$ cat src/rtl/kq_pkg.sv
package kq_pkg;
    typedef enum logic [1:0] {
        Q_EMPTY   = 2'd0,
        Q_PARTIAL = 2'd1,
        Q_FULL    = 2'd2
    } kq_state_e;
endpackage

$ cat src/rtl/kq_ctrl.sv
module kq_ctrl #(
    parameter int DEPTH = 10,
    parameter int AW    = 4,
    parameter int CW    = 4
) (
    input  logic          clk,
    input  logic          rst_n,
    input  logic          push_valid,
    input  logic          pop_req,
    input  logic          shift_mode,
    output logic          wr_en,
    output logic [AW-1:0] wr_addr,
    output logic [AW-1:0] rd_addr,
    output logic          rd_take,
    output logic          overflow,
    output logic [CW-1:0] count
);
    import kq_pkg::*;

    kq_state_e     state_q, state_d;
    logic [AW-1:0] wr_q, rd_q;
    logic [CW-1:0] cnt_q, cnt_d;
    logic          drop_old;

    function automatic logic [AW-1:0] bump(input logic [AW-1:0] p);
        return (p == AW'(DEPTH - 1)) ? '0 : p + AW'(1);
    endfunction

    // state register process
    always_ff @(posedge clk or negedge rst_n) begin
        if (!rst_n) begin
            state_q <= Q_EMPTY;
            cnt_q   <= '0;
            wr_q    <= '0;
            rd_q    <= '0;
        end else begin
            state_q <= state_d;
            cnt_q   <= cnt_d;
            if (wr_en)              wr_q <= bump(wr_q);
            if (rd_take || drop_old) rd_q <= bump(rd_q);
        end
    end

    // output and next-state process
    always_comb begin
        wr_en    = 1'b0;
        rd_take  = 1'b0;
        overflow = 1'b0;
        drop_old = 1'b0;
        unique case (state_q)
            Q_EMPTY: begin
                wr_en = push_valid;
            end
            Q_PARTIAL: begin
                wr_en   = push_valid;
                rd_take = pop_req;
            end
            Q_FULL: begin
                rd_take  = pop_req;
                overflow = push_valid && !pop_req;
                wr_en    = push_valid && (pop_req || shift_mode);
                drop_old = overflow && shift_mode;
            end
            default: ;
        endcase
        cnt_d = cnt_q + CW'(wr_en) - CW'(rd_take) - CW'(drop_old);
        if (cnt_d == '0)
            state_d = Q_EMPTY;
        else if (cnt_d == CW'(DEPTH))
            state_d = Q_FULL;
        else
            state_d = Q_PARTIAL;
    end

    assign wr_addr = wr_q;
    assign rd_addr = rd_q;
    assign count   = cnt_q;
endmodule

$ cat src/rtl/kq_store.sv
module kq_store #(
    parameter int DEPTH = 10,
    parameter int EV_W  = 8,
    parameter int AW    = 4
) (
    input  logic            clk,
    input  logic            rst_n,
    input  logic            wr_en,
    input  logic [AW-1:0]   wr_addr,
    input  logic [EV_W-1:0] wr_data,
    input  logic            rd_req,
    input  logic            rd_take,
    input  logic [AW-1:0]   rd_addr,
    output logic [EV_W-1:0] rd_data
);
    logic [DEPTH-1:0][EV_W-1:0] cells;

    for (genvar g = 0; g < DEPTH; g++) begin : g_slot
        logic [EV_W-1:0] cell_q;
        always_ff @(posedge clk or negedge rst_n) begin
            if (!rst_n)
                cell_q <= '0;
            else if (wr_en && wr_addr == AW'(g))
                cell_q <= wr_data;
        end
        assign cells[g] = cell_q;
    end

    always_ff @(posedge clk or negedge rst_n) begin
        if (!rst_n)
            rd_data <= '0;
        else if (rd_req)
            rd_data <= rd_take ? cells[rd_addr] : '0;
    end
endmodule

$ cat src/rtl/kq_ovf.sv
module kq_ovf (
    input  logic clk,
    input  logic rst_n,
    input  logic overflow,
    input  logic clr,
    input  logic irq_en,
    output logic flag,
    output logic irq
);
    always_ff @(posedge clk or negedge rst_n) begin
        if (!rst_n) begin
            flag <= 1'b0;
            irq  <= 1'b0;
        end else begin
            if (overflow)
                flag <= 1'b1;
            else if (clr)
                flag <= 1'b0;
            irq <= overflow && irq_en;
        end
    end
endmodule

$ cat src/rtl/key_event_queue.sv
module key_event_queue #(
    parameter int DEPTH = 10,
    parameter int EV_W  = 8
) (
    input  logic                       clk,
    input  logic                       rst_n,
    input  logic                       push_valid,
    input  logic [EV_W-1:0]            push_code,
    input  logic                       pop_req,
    input  logic                       shift_mode,
    input  logic                       ovf_irq_en,
    input  logic                       ovf_clr,
    output logic [EV_W-1:0]            pop_data,
    output logic [$clog2(DEPTH+1)-1:0] ev_count,
    output logic                       ovf_flag,
    output logic                       ovf_irq
);
    localparam int AW = $clog2(DEPTH);
    localparam int CW = $clog2(DEPTH + 1);

    logic          wr_en, rd_take, overflow;
    logic [AW-1:0] wr_addr, rd_addr;

    kq_ctrl #(.DEPTH(DEPTH), .AW(AW), .CW(CW)) u_ctrl (
        .clk        (clk),
        .rst_n      (rst_n),
        .push_valid (push_valid),
        .pop_req    (pop_req),
        .shift_mode (shift_mode),
        .wr_en      (wr_en),
        .wr_addr    (wr_addr),
        .rd_addr    (rd_addr),
        .rd_take    (rd_take),
        .overflow   (overflow),
        .count      (ev_count)
    );

    kq_store #(.DEPTH(DEPTH), .EV_W(EV_W), .AW(AW)) u_store (
        .clk     (clk),
        .rst_n   (rst_n),
        .wr_en   (wr_en),
        .wr_addr (wr_addr),
        .wr_data (push_code),
        .rd_req  (pop_req),
        .rd_take (rd_take),
        .rd_addr (rd_addr),
        .rd_data (pop_data)
    );

    kq_ovf u_ovf (
        .clk      (clk),
        .rst_n    (rst_n),
        .overflow (overflow),
        .clr      (ovf_clr),
        .irq_en   (ovf_irq_en),
        .flag     (ovf_flag),
        .irq      (ovf_irq)
    );
endmodule

$ cat config.mk
export PLATFORM = sky130hd
export DESIGN_NAME = key_event_queue
export DESIGN_NICKNAME = d
export VERILOG_FILES = /design/src/rtl/kq_pkg.sv /design/src/rtl/kq_ctrl.sv /design/src/rtl/kq_store.sv /design/src/rtl/kq_ovf.sv /design/src/rtl/key_event_queue.sv
export SDC_FILE = /design/constraint.sdc
export NUM_CORES = 1
export LEC_CHECK = 0
export BUFFER_PORTS_ARGS = -buffer_cell sky130_fd_sc_hd__buf_2
export CAP_MARGIN = 20
export CORE_AREA = 2 2 99 101
export DETAILED_ROUTE_END_ITERATION = 16
export DIE_AREA = 0 0 101 103
export GPL_ROUTABILITY_DRIVEN = 0
export PLACE_DENSITY_LB_ADDON = 0.25
export SYNTH_ARGS = -nofsm -noshare
export SYNTH_HDL_FRONTEND = slang
export SYNTH_SLANG_ARGS = --single-unit
$ cat constraint.sdc
create_clock -name clk -period 3.2 [get_ports clk]
set_input_delay 0.16 -clock clk [delete_from_list [all_inputs] [get_ports clk]]
set_output_delay 0.16 -clock clk [all_outputs]
set_load 0.05 [all_outputs]
# Word level (Yosys, flattened, before mapping)
# Index checks and enable logic that the tools add are counted.
[word_totals]
latch_bits = 0
inputBits = 15
register_bits = 104
out_inout_bits = 14
rom_bits = 0
ramBits = 0
mem_count = 0
[classes]
n_reduce_logical = 23
div = 0
eq_ne = 13
n_shift = 0
add_sub_neg = 5
n_mux = 13
mul = 0
order_cmp = 1
n_bitwise = 0
[op_table]
columns = ["op", "n"]
rows = [
  ["8-bit binary-select mux with 4-bit select", 1],
  ["4-bit by 3-bit equality test with 1-bit output (second input constant)", 4],
  ["4-bit equality test (second input constant)", 4],
  ["8-bit two-way mux", 2],
  ["1-bit logical AND", 14],
  ["4-bit by 1-bit adder with 4-bit output (second input constant)", 2],
  ["4-bit by 2-bit equality test with 1-bit output (second input constant)", 2],
  ["4-bit logical NOT", 2],
  ["4-bit two-way mux", 2],
  ["4-bit by 1-bit subtractor with 4-bit output", 2],
  ["4-bit by 5-bit < comparator with 1-bit output (second input constant)", 1],
  ["1-bit two-way mux", 5],
  ["4-bit by 1-bit adder with 4-bit output", 1],
  ["4-bit by 1-bit equality test with 1-bit output (second input constant)", 1],
  ["2-bit two-way mux", 2],
  ["2-bit OR reduction", 2],
  ["2-bit by 1-bit equality test with 1-bit output (second input constant)", 1],
  ["2-bit equality test (second input constant)", 1],
  ["2-bit logical NOT", 1],
  ["1-bit logical OR", 2],
  ["1-bit one-hot mux with 2 select lines", 1],
  ["2-bit nonzero test", 1],
  ["1-bit logical NOT", 1],
]

# Longest topological paths before layout
# Gate-level depths: netlist (run 1).
[depth]
ltp_word = 9
mapped_depth = 12
ltp_nobuf = 12

# Cells and area by module
# From an unflattened synthesis (run 1), not the netlist that was laid out.
[hier_totals]
cells_unflattened = 350
hier_area_um2 = 4947.2
[modules_own_cells]
columns = ["mod", "seq_area_each_um2", "area_per_inst_um2", "n_inst", "cells_per_inst"]
rows = [
  ["kq_store", 2202.1, 4100.2, 1, 275],
  ["kq_ctrl", 350.3, 779.5, 1, 70],
  ["kq_ovf", 50.0, 67.6, 1, 5],
]

# Least setup slack after synthesis (run 1)
# OpenSTA, ideal clock, no wires.
[synth_path]
path_kind = "register to register"
from = "reg u_ctrl.state_q[0]"
to = "reg u_ctrl.state_q[0]"
path_buffers = 0
t_arrival_ns = 2.788
setup_ns = 0.121
stages_incl_launch_ff = 13
synth_period_minus_slack_ns = 2.909
path_slack_ns = 0.291
t_required_ns = 3.079
path_cell_list = "dfrtp_1 -> inv_1 -> ha_1 -> and3_2 -> and2_1 -> fa_1 -> inv_1 -> ha_1 -> ha_1 -> fa_1 -> xnor3_1 -> xnor2_1 -> nand2_1"
[synth_between]
elab_chain_len = 9
elab_cells_between_ends = 15
cone_classes = "3 x add/sub; 3 x eq/ne; 5 x mux; 4 x reduce/logical"
[synth_lines]
columns = ["item", "line_no", "source"]
rows = [
  ["from (decl)", "kq_ctrl.sv:20", "kq_state_e state_q, state_d;"],
  ["from (signal assigned)", "kq_ctrl.sv:37", "state_q <= state_d;"],
  ["2-bit by 1-bit equality test with 1-bit output / 2-bit logical NOT (equally long branches)", "kq_ctrl.sv:50", "unique case (state_q)"],
  ["2-bit OR reduction (no line)", "-", ""],
  ["1-bit one-hot mux with 2 select lines", "kq_ctrl.sv:50", ""],
  ["4-bit by 1-bit adder with 4-bit output", "kq_ctrl.sv:66", "cnt_d = cnt_q + CW'(wr_en) - CW'(rd_take) - CW'(drop_old);"],
  ["4-bit by 1-bit subtractor with 4-bit output", "kq_ctrl.sv:66", ""],
  ["4-bit by 1-bit subtractor with 4-bit output (*)", "kq_ctrl.sv:66", ""],
  ["net u_ctrl.cnt_d[3]", "kq_ctrl.sv:22", "logic [CW-1:0] cnt_q, cnt_d;"],
  ["4-bit equality test", "kq_ctrl.sv:69", "else if (cnt_d == CW'(DEPTH))"],
  ["2-bit two-way mux", "kq_ctrl.sv:69", ""],
  ["2-bit two-way mux (*)", "kq_ctrl.sv:67", "if (cnt_d == '0)"],
  ["net u_ctrl.state_d[0]", "kq_ctrl.sv:20", ""],
]
# The timed path passes the listed nets; every way through them passes the cells marked *.
# A chain may end at the register's enable or synchronous reset.

# Worst setup path in the final report (run 1)
# Same ends and word-level chain as after synthesis.

==> results of run 1 <==
-- stage by stage --
| step | total power (uW) | instance area [um^2] | instances | utilization, % | worst slack [ps] |
|---|---|---|---|---|---|
| 2_1_floorplan | 4095 | 4967 | 342 | - | 290.8 |
| 3_3_place_gp | 4520 | 5259 | 480 | 55.60 | 213.1 |
| 3_5_place_dp | 4618 | 5259 | 480 | 55.60 | 54.04 |
| 4_1_cts | 5381 | 5456 | 497 | 57.69 | 50.64 |
| 5_1_grt | 5708 | 5464 | 498 | 57.76 | 49.88 |
| 6_report | 5343 | 5464 | 498 | 57.76 | 239.8 |
-- where the power goes --
part | internal [uW] | switching (uW)
clock | 291 | 474
sequential | 1920 | 465
combinational | 1160 | 1030
-- logic make-up (layout without fill, tap and decap cells) --
family	after synthesis	after routing	share of synthesized area [%]
compound gates	52	52	10.50
xor+xnor	6	6	1.335
fa+ha+maj	10	10	2.821
buf+inv	29	71	2.620
flops	104	104	52.39
mux	106	106	25.77
simple gates	35	35	4.560
-- worst max path at each step --
stage / startpoint / end / slack, ps / depth (start not counted)
after floorplan: u_ctrl.state_q[0] / u_ctrl.state_q[0] / 290 / 12
final: u_ctrl.state_q[0] / u_ctrl.state_q[0] / 240 / 12
after global placement: u_ctrl.state_q[0] / u_ctrl.state_q[0] / 210 / 12
after CTS: u_ctrl.state_q[0] / u_ctrl.state_q[0] / 50 / 12
after global routing: u_ctrl.state_q[0] / u_ctrl.state_q[0] / 50 / 12
after detailed placement: u_ctrl.state_q[0] / u_ctrl.state_q[0] / 50 / 12
-- cell usage in the layout, fill, tap and decap left out, types with 9 or more instances in the layout --
cell type,n
dfrtp_1,103
buf_4,13
a211oi_1,9
nor2b_1,9
buf_2,27
clkbuf_8,9
inv_1,12
mux2_2,95
-- what timing repair did --
action / in CTS / in global routing
hold endpoints to repair: 55 / 0
setup endpoints to repair: 0 / 2
buffers inserted: 0 / 1
hold buffers: 2 / 0
-- registers in the layout, summed over array words and instances (netlist names) --
register and flops:
u_ctrl.rd_addr 4, u_ovf.flag 1, u_ovf.irq 1, u_store.g_slot.cell_q 80
u_ctrl.state_q 2, u_ctrl.count 4, u_ctrl.wr_addr 4, u_store.rd_data 8
-- routing by layer --
layer	up-vias	global-route usage (%)	share of wire [%]
met4	0	6.861	1.6
li1	1344	-	-
met3	14	3.119	2.4
met1	1471	28.30	50
met2	50	30.21	46
met5	-	0	0
-- critical path, delay by kind of cell, from the launching register on --
family	cells	cell delay, ps
fa+ha+maj	5	1450
simple gates	3	480
xor+xnor	2	400
flops	1	390
buf+inv	2	140
-- cell type report --
| cell class | instances | area [um^2] |
|---|---|---|
| multi-input cells | 209 | 2235 |
| repair buffers | 42 | 252.7 |
| well taps | 114 | 142.6 |
| clock inverters | 6 | 53.80 |
| inverters | 14 | 52.55 |
| clock buffers | 9 | 123.9 |
| fillers | 788 | 3995 |
| flip-flops and latches | 104 | 2604 |
==> summary.txt, run 1 <==
Yosys
  – Synth Flop Type: dfrtp_1
  – Asr flop ratio synth: 100.0%
  – FF+latch count, synth: 104
  – Top cell type's share of synthesized area: ~52%
  – Synth Cell Area: slightly below 0.005 mm^2
  – Synth area leaders: dfrtp_1 (52%), mux2_2 (22%), mux4_2 (3.6%)
  – Syn Area/Cell: roughly 15 um^2
  – Top post-synthesis cells by count: dfrtp_1 (104), mux2_2 (95), inv_1 (12)
  – Most frequent cell after synthesis: dfrtp_1
  – Mapped Nets: 367
  – Synth area leader: dfrtp_1
  – Sequential-to-total area share from yosys stat: 52.39%
  – Post-synth EDFFs: 0
  – Distinct cells, synth: 46
  – Post-synthesis cell count: approximately 340
  – Synth Warn #: 0

STA
  – RSZ-0062 raised after global routing: no
  – Setup Skew: 15.63 ps
  – Total negative setup slack: 0 ps
  – Tmin final: approximately 3000 ps
  – Max-slew headroom: 48.58%
  – Worst-margin pin slew: around 770 ps
  – Slew Limit Fails: 0
  – Tcrit/Tclk final: 92.51%
  – Final setup fails: 0
  – WHS: 44.27 ps
  – Peak Freq: approximately 0.34 GHz
  – Fin. Hold Viols: 0

Critical path
  – Chain of cells forming the critical path: inv_1 -> ha_1 -> and3_2 -> and2_1 -> fa_1 -> inv_1 -> ha_1 -> ha_1 -> fa_1 -> xnor3_1 -> xnor2_1 -> nand2_1
  – Crit Path Max Fanout: 4
  – R2r setup slk: about 240 ps
  – Critical Path RT: 3470 ps
  – Worst reg2reg endpoint: u_ctrl.state_q[0]
  – WS Path Type: flip-flop to flip-flop
  – Startpoint Class: flip-flop
  – Crit path capture type: flip-flop
  – RR Startpoint: u_ctrl.state_q[0]
  – Top cell by count, worst path: ha_1
  – Worst-case reg-to-reg path depth: 12
  – Slowest-stage cell, CP: fa_1
  – WP data arrival: approximately 3200 ps
  – Delay of the slowest cell on the worst path: roughly 490 ps

Pwr
  – VDD IR-drop max: ~330 uV
  – Leak: roughly 0.0024 uW
  – Pwr/cell area: roughly 980 mW/mm^2

Min path
  – Hold depth: 3
  – HP Class: input pin to flip-flop
  – HP Start: ovf_clr
  – Hold Path End: u_ovf.flag

Floorplanning
  – Die area: about 0.010 mm^2
  – Die width: 101 um
  – Die Span Y: approximately 100 um
  – Core Area: between 0.009 and 0.01 mm^2
  – Starting Density: around 53%
  – Floorplan row count: 36
  – I/O pin total: 29

Finish
  – Final net count: ~410
  – ANT cells: 0
  – Area grow syn2layout: 10.00%
  – Layout cells sized above 1: a little under half

Clock network
  – Clock H-tree levels: 3
  – Max clock buf depth: 2
  – Clk slew on worst S/H paths: around 100 ps
  – CTS-repair resized insts: 0
  – Clock latency on the worst-skew pair: around 380 ps
  – CTS tree: yes
  – CTS Sinks: approximately 100
  – CTS Buf Count: 9
  – Root Buffer: clkbuf_8

Status
  – Run status: completed

GRT
  – GR Overflow Total: 0
  – Pin count of the biggest net entering global routing: 57
  – GRT Util Overall: roughly 20%
  – First-pass GRT wire length: 15.36 mm
  – Vias in the first global route: between 2000 and 3000
  – Initial antenna violation count: 0

Detailed routing
  – Router iterations before antenna repair: 4
  – Drt drc: 0
  – Via/cell ratio: approximately 5.8
  – Wire per inst: between 15 and 20 um
  – Post-Route WL: between 9 and 10 mm
  – Initial DRC count: about 130
  – Antenna-violating nets left: 0
  – DR vias: approximately 2900

Placed design
  – Detailed Place HPWL: between 6 and 7 mm
  – I/O Buffers: 28

Run
  – Max-Cap Viols: 0
No activity file was read; power rests on OpenSTA's default activity.
==> run 2, diff against run 1 <==
Clock period 3.2 ns to 3.05 ns, I/O delays scaled along.
==> summary.txt, run 2 (synthesis gave the netlist of run 1 again) <==
STA
  – Tmin final: 2885 ps (was 2960 ps)
  – Fin. Hold Viols: 0 (unchanged)
  – Peak Freq: 0.3467 GHz (was 0.3378 GHz)
  – Final setup fails: 0 (unchanged)
  – Tcrit/Tclk final: 94.58% (was 92.51%)
  – Worst-margin pin slew: 734.9 ps (was 771.3 ps)
  – Setup Skew: 14.98 ps (was 15.63 ps)
  – WHS: 38.55 ps (was 44.27 ps)
  – RSZ-0062 raised after global routing: no (unchanged)
  – Max-slew headroom: 51.00% (was 48.58%)
  – Slew Limit Fails: 0 (unchanged)

Floorplanning
  – Die width: 101 um (unchanged)
  – Die Span Y: 103 um (unchanged)
  – Starting Density: 52.51% (unchanged)
  – Floorplan row count: 36 (unchanged)
  – I/O pin total: 29 (unchanged)
  – Core Area: 0.009459 mm^2 (unchanged)
  – Die area: 0.01040 mm^2 (unchanged)

Detailed routing
  – Initial DRC count: 97 (was 126)
  – Post-Route WL: 9.129 mm (was 9.253 mm)
  – DR vias: 2908 (was 2879)
  – Wire per inst: 18.26 um (was 18.58 um)
  – Via/cell ratio: 5.816 (was 5.781)
  – Drt drc: 0 (unchanged)
  – Antenna-violating nets left: 0 (unchanged)
  – Router iterations before antenna repair: 5 (was 4)

Finish
  – Max FFs per register: 80 (unchanged)
  – Commonest non-fill, non-tap cells in the layout: dfrtp_1 (103), mux2_2 (95), buf_2 (27) (unchanged)
  – Biggest registers after layout: u_store.g_slot.cell_q: 80 flops, u_store.rd_data: 8 flops (unchanged)
  – Most common cell after layout, fill and taps aside: dfrtp_1 (unchanged)
  – Final net count: 406 (was 405)
  – Finished Layout Cells: 500 (was 498)
  – Area grow syn2layout: 11.03% (was 10.00%)
  – ANT cells: 0 (unchanged)
  – Biggest register: u_store.g_slot.cell_q (unchanged)
  – Layout cells sized above 1: 46.37% (was 45.83%)

Critical path
  – WS Path Type: flip-flop to flip-flop (unchanged)
  – Crit Path Max Fanout: 4 (unchanged)
  – Worst reg2reg endpoint: u_ctrl.state_q[0] (unchanged)
  – Startpoint Class: flip-flop (unchanged)
  – RR Startpoint: u_ctrl.state_q[0] (unchanged)
  – WP data arrival: 3140 ps (was 3230 ps)
  – Crit path capture type: flip-flop (unchanged)
  – R2r setup slk: 170 ps (was 240 ps)
  – Worst-case reg-to-reg path depth: 12 (unchanged)
  – Critical Path RT: 3310 ps (was 3470 ps)

Min path
  – Hold depth: 3 (unchanged)
  – HP Start: ovf_clr (unchanged)
  – Hold Path End: u_ovf.flag (unchanged)
  – HP Class: input pin to flip-flop (unchanged)

Pwr
  – VDD IR-drop max: 376.2 uV (was 327.8 uV)
  – Leak: 0.002388 uW (was 0.002367 uW)
  – Pwr/cell area: 1022 mW/mm^2 (was 977.8 mW/mm^2)

Clock network
  – Max clock buf depth: 2 (unchanged)
  – Clock latency on the worst-skew pair: 380 ps (about the same)
  – Root Buffer: clkbuf_8 (unchanged)
  – CTS Buf Count: 9 (unchanged)
  – Setup bufs post-CTS: 0 (unchanged)
  – Clock H-tree levels: 3 (unchanged)
  – Clk slew on worst S/H paths: 100 ps (about the same)
  – CTS tree: yes (unchanged)
  – CTS Sinks: 104 (unchanged)

Run
  – Max-Cap Viols: 0 (unchanged)

Placed design
  – Detailed Place HPWL: 6.377 mm (was 6.518 mm)
  – I/O Buffers: 28 (unchanged)
  – Post-Place Cells: 481 (was 480)

GRT
  – GR Overflow Total: 0 (unchanged)
  – GRT Util Overall: 19.29% (was 19.53%)
  – First-pass GRT wire length: 15.44 mm (was 15.36 mm)
  – Initial antenna violation count: 0 (unchanged)
  – Vias in the first global route: 2969 (was 2917)
  – Pin count of the biggest net entering global routing: 85 (was 57)

Status
  – Run status: completed (unchanged)
[run 2: power breakdown]
group / total [uW] / internal (uW) / switching, uW
Sequential: 2490 / 2020 / 472
Clock: 853 / 340 / 513
Combinational: 2290 / 1210 / 1080
Total: 5630 / 3570 / 2070
[run 2: per-stage QoR]
| stage | setup TNS, ps | area, um^2 | total power [uW] | setup WS (ps) | utilization (%) |
|---|---|---|---|---|---|
| after floorplan | 0 | 4967 | 4297 | 140.8 | - |
| after global placement | 0 | 5266 | 4741 | 65.68 | 55.67 |
| after detailed placement | -26.88 | 5266 | 4829 | -26.88 | 55.67 |
| after CTS | 0 | 5475 | 5673 | 109.0 | 57.88 |
| after global routing | 0 | 5515 | 6028 | 23.76 | 58.31 |
| final | 0 | 5515 | 5634 | 165.4 | 58.31 |
[run 2: worst max-delay path by stage]
stage	from	end	slack, ps
after floorplan	u_ctrl.state_q[0]	u_ctrl.state_q[0]	140
after global placement	u_ctrl.state_q[0]	u_ctrl.state_q[0]	70
after detailed placement	u_ctrl.state_q[0]	u_ctrl.state_q[0]	-30
after CTS	u_ctrl.state_q[0]	u_ctrl.state_q[0]	110
after global routing	u_ctrl.state_q[0]	u_ctrl.state_q[0]	20
final	u_ctrl.state_q[0]	u_ctrl.state_q[0]	170
[run 2: cell type report]
class / instances / area, um^2
multi-input combinational: 209 / 2237
tap: 114 / 142.6
fill: 768 / 3944
clock buffer: 10 / 137.6
timing repair buffer: 43 / 280.3
sequential: 104 / 2604
inverter: 14 / 52.55
clock inverter: 6 / 61.31
[run 2: critical path, stage by stage (launching register included)]
cell	delay, ps
dfrtp_1	390
inv_1	70
ha_2	190
and3_2	230
and2_1	170
fa_1	480
inv_1	50
ha_1	170
ha_1	190
fa_1	370
xnor3_1	270
xnor2_1	130
nand2_1	70
[run 2: routing by layer]
metal	global-route usage, %	vias up	wire length [um]
met4	5.613	0	81
met5	0	-	0
met1	27.91	1525	4633
met2	30.41	33	4257
met3	3.119	7	156
li1	-	1343	-
[run 2: repair_timing]
| item | 4_1_cts | 5_1_grt |
|---|---|---|
| gates resized for setup | 0 | 1 |
| pin swaps | 1 | 0 |
| endpoints found under the setup margin | 2 | 1 |
| endpoints found under the hold margin | 1 | 18 |
| gates cloned | 0 | 0 |
| hold buffers | 1 | 1 |
==> run 3, diff against run 2 <==
==> constraint.sdc (replaced) <==
create_clock -name clk -period 3.05 [get_ports clk]
set_input_delay 0.305 -clock clk [delete_from_list [all_inputs] [get_ports clk]]
set_output_delay 0.305 -clock clk [all_outputs]
set_load 0.05 [all_outputs]
==> summary.txt, run 3 (synthesis gave the netlist of run 1 again) <==
Detailed routing
  – DR vias: 2861 (was 2908)
  – Initial DRC count: 76 (was 97)
  – Antenna-violating nets left: 0 (unchanged)
  – Via/cell ratio: 5.722 (was 5.816)
  – Router iterations before antenna repair: 4 (was 5)
  – Wire per inst: 18.29 um (was 18.26 um)
  – Drt drc: 0 (unchanged)
  – Post-Route WL: 9.145 mm (was 9.129 mm)

Critical path
  – Critical Path RT: 3310 ps (about the same)
  – Crit Path Max Fanout: 4 (unchanged)
  – Crit path capture type: flip-flop (unchanged)
  – Startpoint Class: flip-flop (unchanged)
  – WS Path Type: flip-flop to flip-flop (unchanged)
  – WP data arrival: 3110 ps (was 3140 ps)

Finish
  – Most common cell after layout, fill and taps aside: dfrtp_1 (unchanged)
  – Finished Layout Cells: 500 (unchanged)
  – Layout cells sized above 1: 46.89% (was 46.37%)
  – Final net count: 406 (unchanged)
  – Area grow syn2layout: 10.81% (was 11.03%)
  – Commonest non-fill, non-tap cells in the layout: dfrtp_1 (103), mux2_2 (95), buf_2 (27) (unchanged)
  – Biggest register: u_store.g_slot.cell_q (unchanged)
  – FILL cells: 765 (was 768)
  – Max FFs per register: 80 (unchanged)
  – Final instance area: 0.005504 mm^2 (was 0.005515 mm^2)
  – ANT cells: 0 (unchanged)
  – Biggest registers after layout: u_store.g_slot.cell_q: 80 flops, u_store.rd_data: 8 flops (unchanged)

Floorplanning
  – Die width: 101 um (unchanged)
  – I/O pin total: 29 (unchanged)
  – Core Area: 0.009459 mm^2 (unchanged)
  – Starting Density: 52.51% (unchanged)
  – Floorplan row count: 36 (unchanged)
  – Die area: 0.01040 mm^2 (unchanged)
  – Die Span Y: 103 um (unchanged)

Clock network
  – Clock H-tree levels: 3 (unchanged)
  – CTS tree: yes (unchanged)
  – CTS Sinks: 104 (unchanged)
  – Max clock buf depth: 2 (unchanged)
  – Root Buffer: clkbuf_8 (unchanged)
  – Hold-fix buffers, CTS: 0 (was 1)
  – Clk slew on worst S/H paths: 100 ps (about the same)
  – Clock latency on the worst-skew pair: 370 ps (was 380 ps)
  – CTS Buf Count: 9 (unchanged)

Pwr
  – Leak: 0.002386 uW (was 0.002388 uW)
  – VDD IR-drop max: 351.9 uV (was 376.2 uV)
  – Pwr/cell area: 1025 mW/mm^2 (was 1022 mW/mm^2)

STA
  – Tmin final: 2855 ps (was 2885 ps)
  – Final setup fails: 0 (unchanged)
  – WHS: -7.073 ps (was 38.55 ps)
  – Worst setup margin: 195.3 ps (was 165.4 ps)
  – Peak Freq: 0.3503 GHz (was 0.3467 GHz)
  – Tcrit/Tclk final: 93.60% (was 94.58%)
  – Setup Skew: 13.71 ps (was 14.98 ps)
  – Max-slew headroom: 49.94% (was 51.00%)
  – Slew Limit Fails: 0 (unchanged)
  – Worst-margin pin slew: 750.8 ps (was 734.9 ps)
  – Fin. Hold Viols: 9 (was 0)

Placed design
  – Post-DP Area: 0.005294 mm^2 (was 0.005266 mm^2)
  – Post-Place Cells: 483 (was 481)
  – I/O Buffers: 28 (unchanged)
  – Worst slack at placement: -22.83 ps (was -26.88 ps)
  – Detailed Place HPWL: 6.404 mm (was 6.377 mm)

GRT
  – First-pass GRT wire length: 15.24 mm (was 15.44 mm)
  – GRT Util Overall: 19.14% (was 19.29%)
  – Pin count of the biggest net entering global routing: 58 (was 85)
  – Initial antenna violation count: 0 (unchanged)
  – Vias in the first global route: 2904 (was 2969)
  – GR Overflow Total: 0 (unchanged)

Status
  – Failing checks: negative hold slack
  – Run status: complete, but fails checks (was completed)

Run
  – Max-Cap Viols: 0 (unchanged)

Min path
  – HP Class: input pin to async pin (was input pin to flip-flop)
==> run 3: path summary, 6_finish.rpt <==
kind                       slack, ps  cells past startpoint               from                           to
setup / recovery                 200                     12  u_ctrl.state_q[0]            u_ctrl.state_q[0]
hold / removal                    -7                      1              rst_n            u_ctrl.wr_addr[0]
setup reg to reg                 200                     12  u_ctrl.state_q[0]            u_ctrl.state_q[0]
hold reg to reg                  490                      1         u_ovf.flag                   u_ovf.flag
max in group asynchronous       2340                      2              rst_n  u_store.g_slot[7].cell_q[6]
min in group clk                 150                      2         ovf_irq_en                    u_ovf.irq
==> run 3: layout make-up <==
type	count	area [um^2]	share of cell area, %
Inverter	14	52.55	0.9548
Clock buffer	10	137.6	2.501
Sequential cell	104	2604	47.31
Multi-Input combinational cell	209	2241	40.71
Clock inverter	6	58.81	1.068
Tap cell	114	142.6	2.592
Timing Repair Buffer	43	267.8	4.865
==> run 3: repair_timing <==
| item | CTS | global route |
|---|---|---|
| pin swaps | 1 | 1 |
| endpoints found under the setup margin | 1 | 1 |
| cloned | 0 | 0 |
| buffers inserted | 0 | 1 |
| gates resized for setup | 0 | 2 |
==> run 3: through the flow <==
stage	power (uW)	TNS, ps	util [%]
after detailed placement	4836	-22.83	55.97
final	5639	0	58.19
after global routing	6052	-2.691	58.19
after global placement	4752	0	55.97
after CTS	5686	0	58.04
after floorplan	4297	0	-
==> run 3: worst max-delay path: stages, from the launching register on <==
cell	delay, ps
dfrtp_1	390
inv_1	80
ha_2	190
and3_4	190
and2_1	160
fa_1	480
inv_1	50
ha_1	170
ha_1	190
fa_1	370
xnor3_1	230
xnor2_1	180
nand2_1	70
==> run 3: routing by layer <==
layer  global-route usage (%)  vias to the layer above  wire, um
li1                         -                     1348         -
met1                    27.36                     1472      4561
met2                    30.51                       31      4271
met3                    2.915                       10       205
met4                    5.925                        0       106
met5                        0                        -         0
==> run 3: power breakdown <==
part / switching, uW / total (uW) / internal, uW
clock network: 506 / 845 / 340
logic: 1080 / 2300 / 1220
registers: 474 / 2490 / 2020
total: 2060 / 5640 / 3580
